===== src/rtl/cri_pkg.sv =====
package cri_pkg;
    localparam int DW     = 32;
    localparam int BUSW   = 8;
    localparam int IDW    = 16;
    localparam int REGW   = 10;
    localparam int BEW    = 4;
    localparam int STW    = 3;
    localparam int TAGW   = 8;
    localparam int ADDRW  = 2;

    localparam int FN_W   = IDW - BUSW;
    localparam logic [FN_W-1:0] SYN_DEVFN = FN_W'(8'h04);
    localparam logic [TAGW-1:0] FIXED_TAG = '0;

    localparam int ST_BUSY_BIT = 0;
    localparam int ST_DONE_BIT = 1;
    localparam int ST_CODE_LSB = 4;

    localparam int TGT_LSB  = 0;
    localparam int RN_LSB   = IDW;
    localparam int MODE_WR_BIT = 0;
    localparam int MODE_BE_LSB = 4;

    localparam logic [STW-1:0] CS_OK = '0;

    typedef enum logic [ADDRW-1:0] {
        RA_SETUP = 2'd0,
        RA_MODE  = 2'd1,
        RA_DATA  = 2'd2,
        RA_STAT  = 2'd3
    } reg_sel_e;

    typedef struct packed {
        logic            is_write;
        logic [IDW-1:0]  target;
        logic [REGW-1:0] regnum;
        logic [BEW-1:0]  be;
    } setup_t;

    typedef struct packed {
        logic            is_write;
        logic [IDW-1:0]  rid;
        logic [TAGW-1:0] tag;
        logic [IDW-1:0]  target;
        logic [REGW-1:0] regnum;
        logic [BEW-1:0]  be;
        logic [DW-1:0]   data;
    } req_hdr_t;

    typedef struct packed {
        logic            valid;
        logic [IDW-1:0]  dest;
        logic [STW-1:0]  code;
        logic [DW-1:0]   data;
    } cpl_t;

    function automatic logic [IDW-1:0] make_rid(input logic [BUSW-1:0] bus);
        return {bus, SYN_DEVFN};
    endfunction

    function automatic logic [DW-1:0] pack_status(input logic busy, input logic done,
                                                  input logic [STW-1:0] code);
        logic [DW-1:0] w;
        w = '0;
        w[ST_BUSY_BIT] = busy;
        w[ST_DONE_BIT] = done;
        w[ST_CODE_LSB +: STW] = code;
        return w;
    endfunction
endpackage


===== src/rtl/cri_regs.sv =====
module cri_regs
    import cri_pkg::*;
(
    input  logic             clk,
    input  logic             rst,
    input  logic             wr_en,
    input  logic [ADDRW-1:0] addr,
    input  logic [DW-1:0]    wdata,
    input  logic [DW-1:0]    data_q,
    input  logic             busy,
    input  logic             done,
    input  logic [STW-1:0]   code,
    output setup_t           setup,
    output logic             data_wr,
    output logic             abort,
    output logic [DW-1:0]    rdata
);
    setup_t setup_q;

    always_ff @(posedge clk) begin
        if (rst) begin
            setup_q <= '0;
        end else if (wr_en) begin
            if (addr == RA_SETUP) begin
                setup_q.target <= wdata[TGT_LSB +: IDW];
                setup_q.regnum <= wdata[RN_LSB +: REGW];
            end else if (addr == RA_MODE) begin
                setup_q.is_write <= wdata[MODE_WR_BIT];
                setup_q.be       <= wdata[MODE_BE_LSB +: BEW];
            end
        end
    end

    assign setup   = setup_q;
    assign data_wr = wr_en && (addr == RA_DATA);
    assign abort   = wr_en && (addr == RA_STAT) && wdata[ST_DONE_BIT];

    always_comb begin
        rdata = '0;
        case (addr)
            RA_SETUP: begin
                rdata[TGT_LSB +: IDW] = setup_q.target;
                rdata[RN_LSB +: REGW] = setup_q.regnum;
            end
            RA_MODE: begin
                rdata[MODE_WR_BIT]        = setup_q.is_write;
                rdata[MODE_BE_LSB +: BEW] = setup_q.be;
            end
            RA_DATA: rdata = data_q;
            default: rdata = pack_status(busy, done, code);
        endcase
    end
endmodule


===== src/rtl/cri_txn.sv =====
module cri_txn
    import cri_pkg::*;
(
    input  logic            clk,
    input  logic            rst,
    input  logic            data_wr,
    input  logic [DW-1:0]   wval,
    input  logic            abort,
    input  logic            op_is_write,
    input  logic [BUSW-1:0] cap_bus,
    input  logic            req_pending,
    input  cpl_t            cpl,
    output logic            issue,
    output logic [IDW-1:0]  issue_rid,
    output logic            busy,
    output logic            done,
    output logic [STW-1:0]  code,
    output logic [DW-1:0]   data_q
);
    logic           busy_q, done_q, wr_q;
    logic [STW-1:0] code_q;
    logic [DW-1:0]  dat_q;
    logic [IDW-1:0] rid_q;
    logic           hit;

    assign issue     = data_wr && !busy_q && !req_pending;
    assign issue_rid = make_rid(cap_bus);
    assign hit       = cpl.valid && busy_q && (cpl.dest == rid_q) && !abort;

    always_ff @(posedge clk) begin
        if (rst) begin
            busy_q <= 1'b0;
            done_q <= 1'b0;
            wr_q   <= 1'b0;
            code_q <= '0;
            dat_q  <= '0;
            rid_q  <= '0;
        end else if (issue) begin
            busy_q <= 1'b1;
            done_q <= 1'b0;
            code_q <= '0;
            dat_q  <= wval;
            rid_q  <= issue_rid;
            wr_q   <= op_is_write;
        end else if (abort) begin
            busy_q <= 1'b0;
        end else if (hit) begin
            busy_q <= 1'b0;
            done_q <= 1'b1;
            code_q <= cpl.code;
            if (!wr_q && cpl.code == CS_OK)
                dat_q <= cpl.data;
        end
    end

    assign busy   = busy_q;
    assign done   = done_q;
    assign code   = code_q;
    assign data_q = dat_q;
endmodule


===== src/rtl/cri_req_out.sv =====
module cri_req_out
    import cri_pkg::*;
(
    input  logic     clk,
    input  logic     rst,
    input  logic     load,
    input  req_hdr_t hdr_in,
    input  logic     ready,
    output logic     valid,
    output req_hdr_t hdr
);
    logic     v_q;
    req_hdr_t h_q;

    always_ff @(posedge clk) begin
        if (rst) begin
            v_q <= 1'b0;
            h_q <= '0;
        end else if (load) begin
            v_q <= 1'b1;
            h_q <= hdr_in;
        end else if (v_q && ready) begin
            v_q <= 1'b0;
        end
    end

    assign valid = v_q;
    assign hdr   = h_q;
endmodule


===== src/rtl/cfg_req_issuer.sv =====
module cfg_req_issuer
    import cri_pkg::*;
(
    input  logic             clk,
    input  logic             rst,
    input  logic             reg_wr_en,
    input  logic [ADDRW-1:0] reg_addr,
    input  logic [DW-1:0]    reg_wdata,
    output logic [DW-1:0]    reg_rdata,
    input  logic [BUSW-1:0]  cap_bus,
    output logic             req_valid,
    input  logic             req_ready,
    output logic             req_is_write,
    output logic [IDW-1:0]   req_requester_id,
    output logic [TAGW-1:0]  req_tag,
    output logic [IDW-1:0]   req_target_id,
    output logic [REGW-1:0]  req_reg_num,
    output logic [BEW-1:0]   req_byte_en,
    output logic [DW-1:0]    req_data,
    input  logic             cpl_valid,
    input  logic [IDW-1:0]   cpl_dest_id,
    input  logic [STW-1:0]   cpl_status,
    input  logic [DW-1:0]    cpl_data
);
    setup_t         setup;
    logic           data_wr, abort, issue;
    logic           busy_w, done_w;
    logic [STW-1:0] code_w;
    logic [DW-1:0]  data_w;
    logic [IDW-1:0] issue_rid;
    req_hdr_t       hdr_next, hdr_w;
    cpl_t           cpl_w;

    assign cpl_w = '{valid: cpl_valid, dest: cpl_dest_id, code: cpl_status, data: cpl_data};

    cri_regs regs_i (
        .clk(clk), .rst(rst), .wr_en(reg_wr_en), .addr(reg_addr), .wdata(reg_wdata),
        .data_q(data_w), .busy(busy_w), .done(done_w), .code(code_w),
        .setup(setup), .data_wr(data_wr), .abort(abort), .rdata(reg_rdata)
    );

    cri_txn txn_i (
        .clk(clk), .rst(rst), .data_wr(data_wr), .wval(reg_wdata), .abort(abort),
        .op_is_write(setup.is_write), .cap_bus(cap_bus), .req_pending(req_valid),
        .cpl(cpl_w), .issue(issue), .issue_rid(issue_rid), .busy(busy_w),
        .done(done_w), .code(code_w), .data_q(data_w)
    );

    always_comb begin
        hdr_next          = '0;
        hdr_next.is_write = setup.is_write;
        hdr_next.rid      = issue_rid;
        hdr_next.tag      = FIXED_TAG;
        hdr_next.target   = setup.target;
        hdr_next.regnum   = setup.regnum;
        hdr_next.be       = setup.be;
        hdr_next.data     = reg_wdata;
    end

    cri_req_out out_i (
        .clk(clk), .rst(rst), .load(issue), .hdr_in(hdr_next), .ready(req_ready),
        .valid(req_valid), .hdr(hdr_w)
    );

    assign req_is_write     = hdr_w.is_write;
    assign req_requester_id = hdr_w.rid;
    assign req_tag          = hdr_w.tag;
    assign req_target_id    = hdr_w.target;
    assign req_reg_num      = hdr_w.regnum;
    assign req_byte_en      = hdr_w.be;
    assign req_data         = hdr_w.data;
endmodule


===== config.mk =====
export PLATFORM = sky130hd
export DESIGN_NAME = cfg_req_issuer
export DESIGN_NICKNAME = d
export VERILOG_FILES = /design/src/rtl/cri_pkg.sv /design/src/rtl/cri_regs.sv /design/src/rtl/cri_txn.sv /design/src/rtl/cri_req_out.sv /design/src/rtl/cfg_req_issuer.sv
export SDC_FILE = /design/constraint.sdc
export NUM_CORES = 1
export LEC_CHECK = 0
export CAP_MARGIN = 40
export CELL_PAD_IN_SITES_DETAIL_PLACEMENT = 0
export CELL_PAD_IN_SITES_GLOBAL_PLACEMENT = 1
export CORE_MARGIN = 2
export CORE_UTILIZATION = 30
export CTS_CLUSTER_DIAMETER = 80
export DETAILED_ROUTE_END_ITERATION = 6
export HOLD_SLACK_MARGIN = 0.15
export PLACE_DENSITY_LB_ADDON = 0.25
export REMOVE_ABC_BUFFERS = 1
export SKIP_CTS_REPAIR_TIMING = 1
export SYNTH_ARGS = -nofsm -noshare
export SYNTH_HDL_FRONTEND = slang
export SYNTH_SLANG_ARGS = --single-unit

===== constraint.sdc =====
create_clock -name clk -period 1.7 [get_ports clk]
set_input_delay 0.17 -clock clk [delete_from_list [all_inputs] [get_ports clk]]
set_output_delay 0.17 -clock clk [all_outputs]
set_load 0.02 [all_outputs]

==> impl_metrics.py <==
metrics = {
    "routing": {
        "drt_iter0_drc": 157,
        "vias_per_cell": 4.60,
        "vias": 5828,
        "wl_mm": 19.3,
        "drtPass1Iterations": 4,
        "drc": 0,
        "ant_nets": 0,
        "avgRoutedWirePerCell_um": 15.2,
    },
    "outcome": {
        "outcome": "complete, but fails checks",
        "violations": "negative setup slack",
    },
    "placement": {
        "dp_slack_ns": -0.528,
        "dp.final_hpwl_mm": 13.1,
        "gp_congestion": 0.743,
        "numPortBuffers": 202,
        "post_dp_cell_area_mm2": 0.00908,
    },
    "synthesis": {
        "ys_warn_count": 0,
        "async_reset_ff_frac": 0,
        "synth_ff_type": "dfxtp_1",
        "synth-edff-count": 0,
        "synthesis.area_mm2": 0.00642,
        "avgSynthCellArea_um2": 8.51,
        "syn_inst": 754,
        "ys_types": 31,
        "ys_seq_elements": 141,
        "yosysSeqAreaShare": 0.440,
    },
    "clocking": {
        "cts.clk_slew.worst_paths_ns": 0.06,
        "cts_buffers": 17,
        "cts_tree": "built",
        "cts_sinks": 141,
        "cts_root_buffer": "clkbuf_16",
        "clk_latency_ns": 0.41,
        "cts_buffer_depth": 2,
        "htreeDepth": 4,
    },
    "floorplan": {
        "dieHeight_um": 150,
        "start_util": 0.305,
        "coreArea_mm2": 0.0210,
        "die_area_mm2": 0.0226,
        "fp-row-count": 53,
        "pin_count": 218,
        "die_width_um": 150,
    },
    "critical_path": {
        "worstPathMaxFanout": 34,
        "crit_required_ns": 1.98,
        "reg2reg_depth": 6,
        "arrival_ns": 2.15,
        "path_class": "flop to flop",
        "critical_path.endpoint_type": "flop",
        "worstSetupStartpointType": "flop",
    },
    "sta": {
        "setup_viol": 32,
        "finalHoldViolations": 0,
        "finalSetupTns_ns": -4.63,
        "rsz0062_at_grt": "yes",
        "drv_slew": 0,
        "fin_skew_ns": 0.0108,
        "clock.fmax_mhz": 534,
        "fin_crit_ns": 1.87,
        "fin_ws_ns": -0.173,
        "fin_crit_sh": 1.10,
    },
    "pwr": {
        "power_density_mw_per_mm2": 872,
        "swShare": 0.241,
        "internal_power_w": 0.00652,
        "p_switching_w": 0.00207,
        "peakVddDrop_mv": 0.580,
        "p_leak_nw": 4.06,
        "combPwrFrac": 0.135,
        "pwr-share-seq": 0.404,
        "clkPwrFrac": 0.461,
    },
    "final_layout": {
        "final_util": 0.469,
        "mostFrequentLayoutCells": "nand2_1 (204), clkdlybuf4s50_1 (165), dfxtp_1 (135)",
        "regArea_mm2": 0.00283,
        "final_cell_area_mm2": 0.00986,
        "area_delta_synth_final_pct": 53.6,
        "nets": 1078,
        "antenna_cells": 0,
        "final_layout_size_suffix_gt1_frac": 0.218,
        "layout.cells.most_common": "nand2_1",
        "fillers": 2077,
        "multiInputGateArea_mm2": 0.00329,
    },
    "job": {
        "drv_cap": 0,
    },
    "grt": {
        "antenna_found_initial": 0,
        "grt_pass1_vias": 5657,
        "grt_overflow": 0,
        "grt_pass1_wl_mm": 30.0,
        "grt_max_degree": 61,
        "grt_usage": 0.170,
    },
    "min_path": {
        "worst_hold_path_type": "input port to flop",
        "whs_path_depth": 3,
    },
}
-- layout make-up --
cell class / instances / share of cell area
Multi-Input combinational cell: 549 / 0.333
Timing Repair Buffer: 271 / 0.281
Sequential cell: 141 / 0.287
Tap cell: 275 / 0.0349
Clock inverter: 8 / 0.0131
Clock buffer: 23 / 0.0505
-- cells in the mapped netlist (all sizes together), types with 2 or more instances --
cell	number	area, um2
a211oi	32	400
a21oi	136	786
and2	7	43.8
buf	43	295
clkbuf	35	131
dfxtp	141	2820
mux2	32	360
mux2i	25	250
mux4	4	90.1
nand2	204	766
nand3	8	40.0
nand4	3	18.8
nor2	57	214
nor3	5	25.0
nor4	2	18.8
o21ai	2	10.0
xnor2	9	78.8
-- final timing paths --
kind                                    from                             to  slack [ns]
setup / recovery  out_i.hdr[86]$_SDFFE_PP0N_  txn_i.data_q[23]$_SDFFE_PP0P_       -0.17
hold / removal                    cap_bus[3]   txn_i.rid_q[11]$_SDFFE_PP0N_        0.31
setup reg to reg  out_i.hdr[86]$_SDFFE_PP0N_  txn_i.data_q[23]$_SDFFE_PP0P_       -0.17
hold reg to reg   out_i.hdr[22]$_SDFFE_PP0N_     out_i.hdr[22]$_SDFFE_PP0N_        0.45
-- logic make-up after synthesis --
group | synth area share
flip-flops | 0.440
buffers and inverters | 0.0665
AND/OR/NAND/NOR | 0.185
XOR/XNOR | 0.0123
other | 0.000584
AO/OA/AOI/OAI | 0.186
multiplexers | 0.109
-- critical path, stage by stage (launching register included) --
cell      delay, ns
dfxtp_1        0.35
nor4_1         0.28
nand2_1        0.08
or4_4          0.58
buf_12         0.20
a21oi_2        0.18
a211oi_2       0.05
-- layer usage --
layer	GRT usage	part of all wire
met5	0	0
met4	0.0528	0.011
met3	0.0345	0.035
met2	0.295	0.51
met1	0.212	0.45
-- power groups by stage --
stage	Combinational, W	Sequential [W]	Clock (W)
final	0.00116	0.00347	0.00396
after global routing	0.00125	0.00348	0.00420
after CTS	0.00117	0.00347	0.00409
after detailed placement	0.00117	0.00354	0
after global placement	0.00117	0.00354	0
after floorplan	0.000446	0.00358	0
-- registers in the layout (all words and copies together) (netlist names) --
register	count
regs_i.setup	31
txn_i.busy	1
txn_i.code	3
txn_i.data_q	32
txn_i.rid_q	9
txn_i.done	1
out_i.hdr	63
out_i.valid	1
-- stage by stage --
| stage | hold WS, ns | power [W] | instances |
|---|---|---|---|
| 6_report | 0.308 | 0.00859 | 1267 |
| 5_1_grt | 0.295 | 0.00894 | 1267 |
| 4_1_cts | 0.0655 | 0.00873 | 1266 |
| 3_5_place_dp | 0.446 | 0.00471 | 1235 |
| 3_3_place_gp | 0.441 | 0.00471 | 1235 |
| 2_1_floorplan | 0.235 | 0.00402 | 690 |
(Power assumes the default switching activity.)
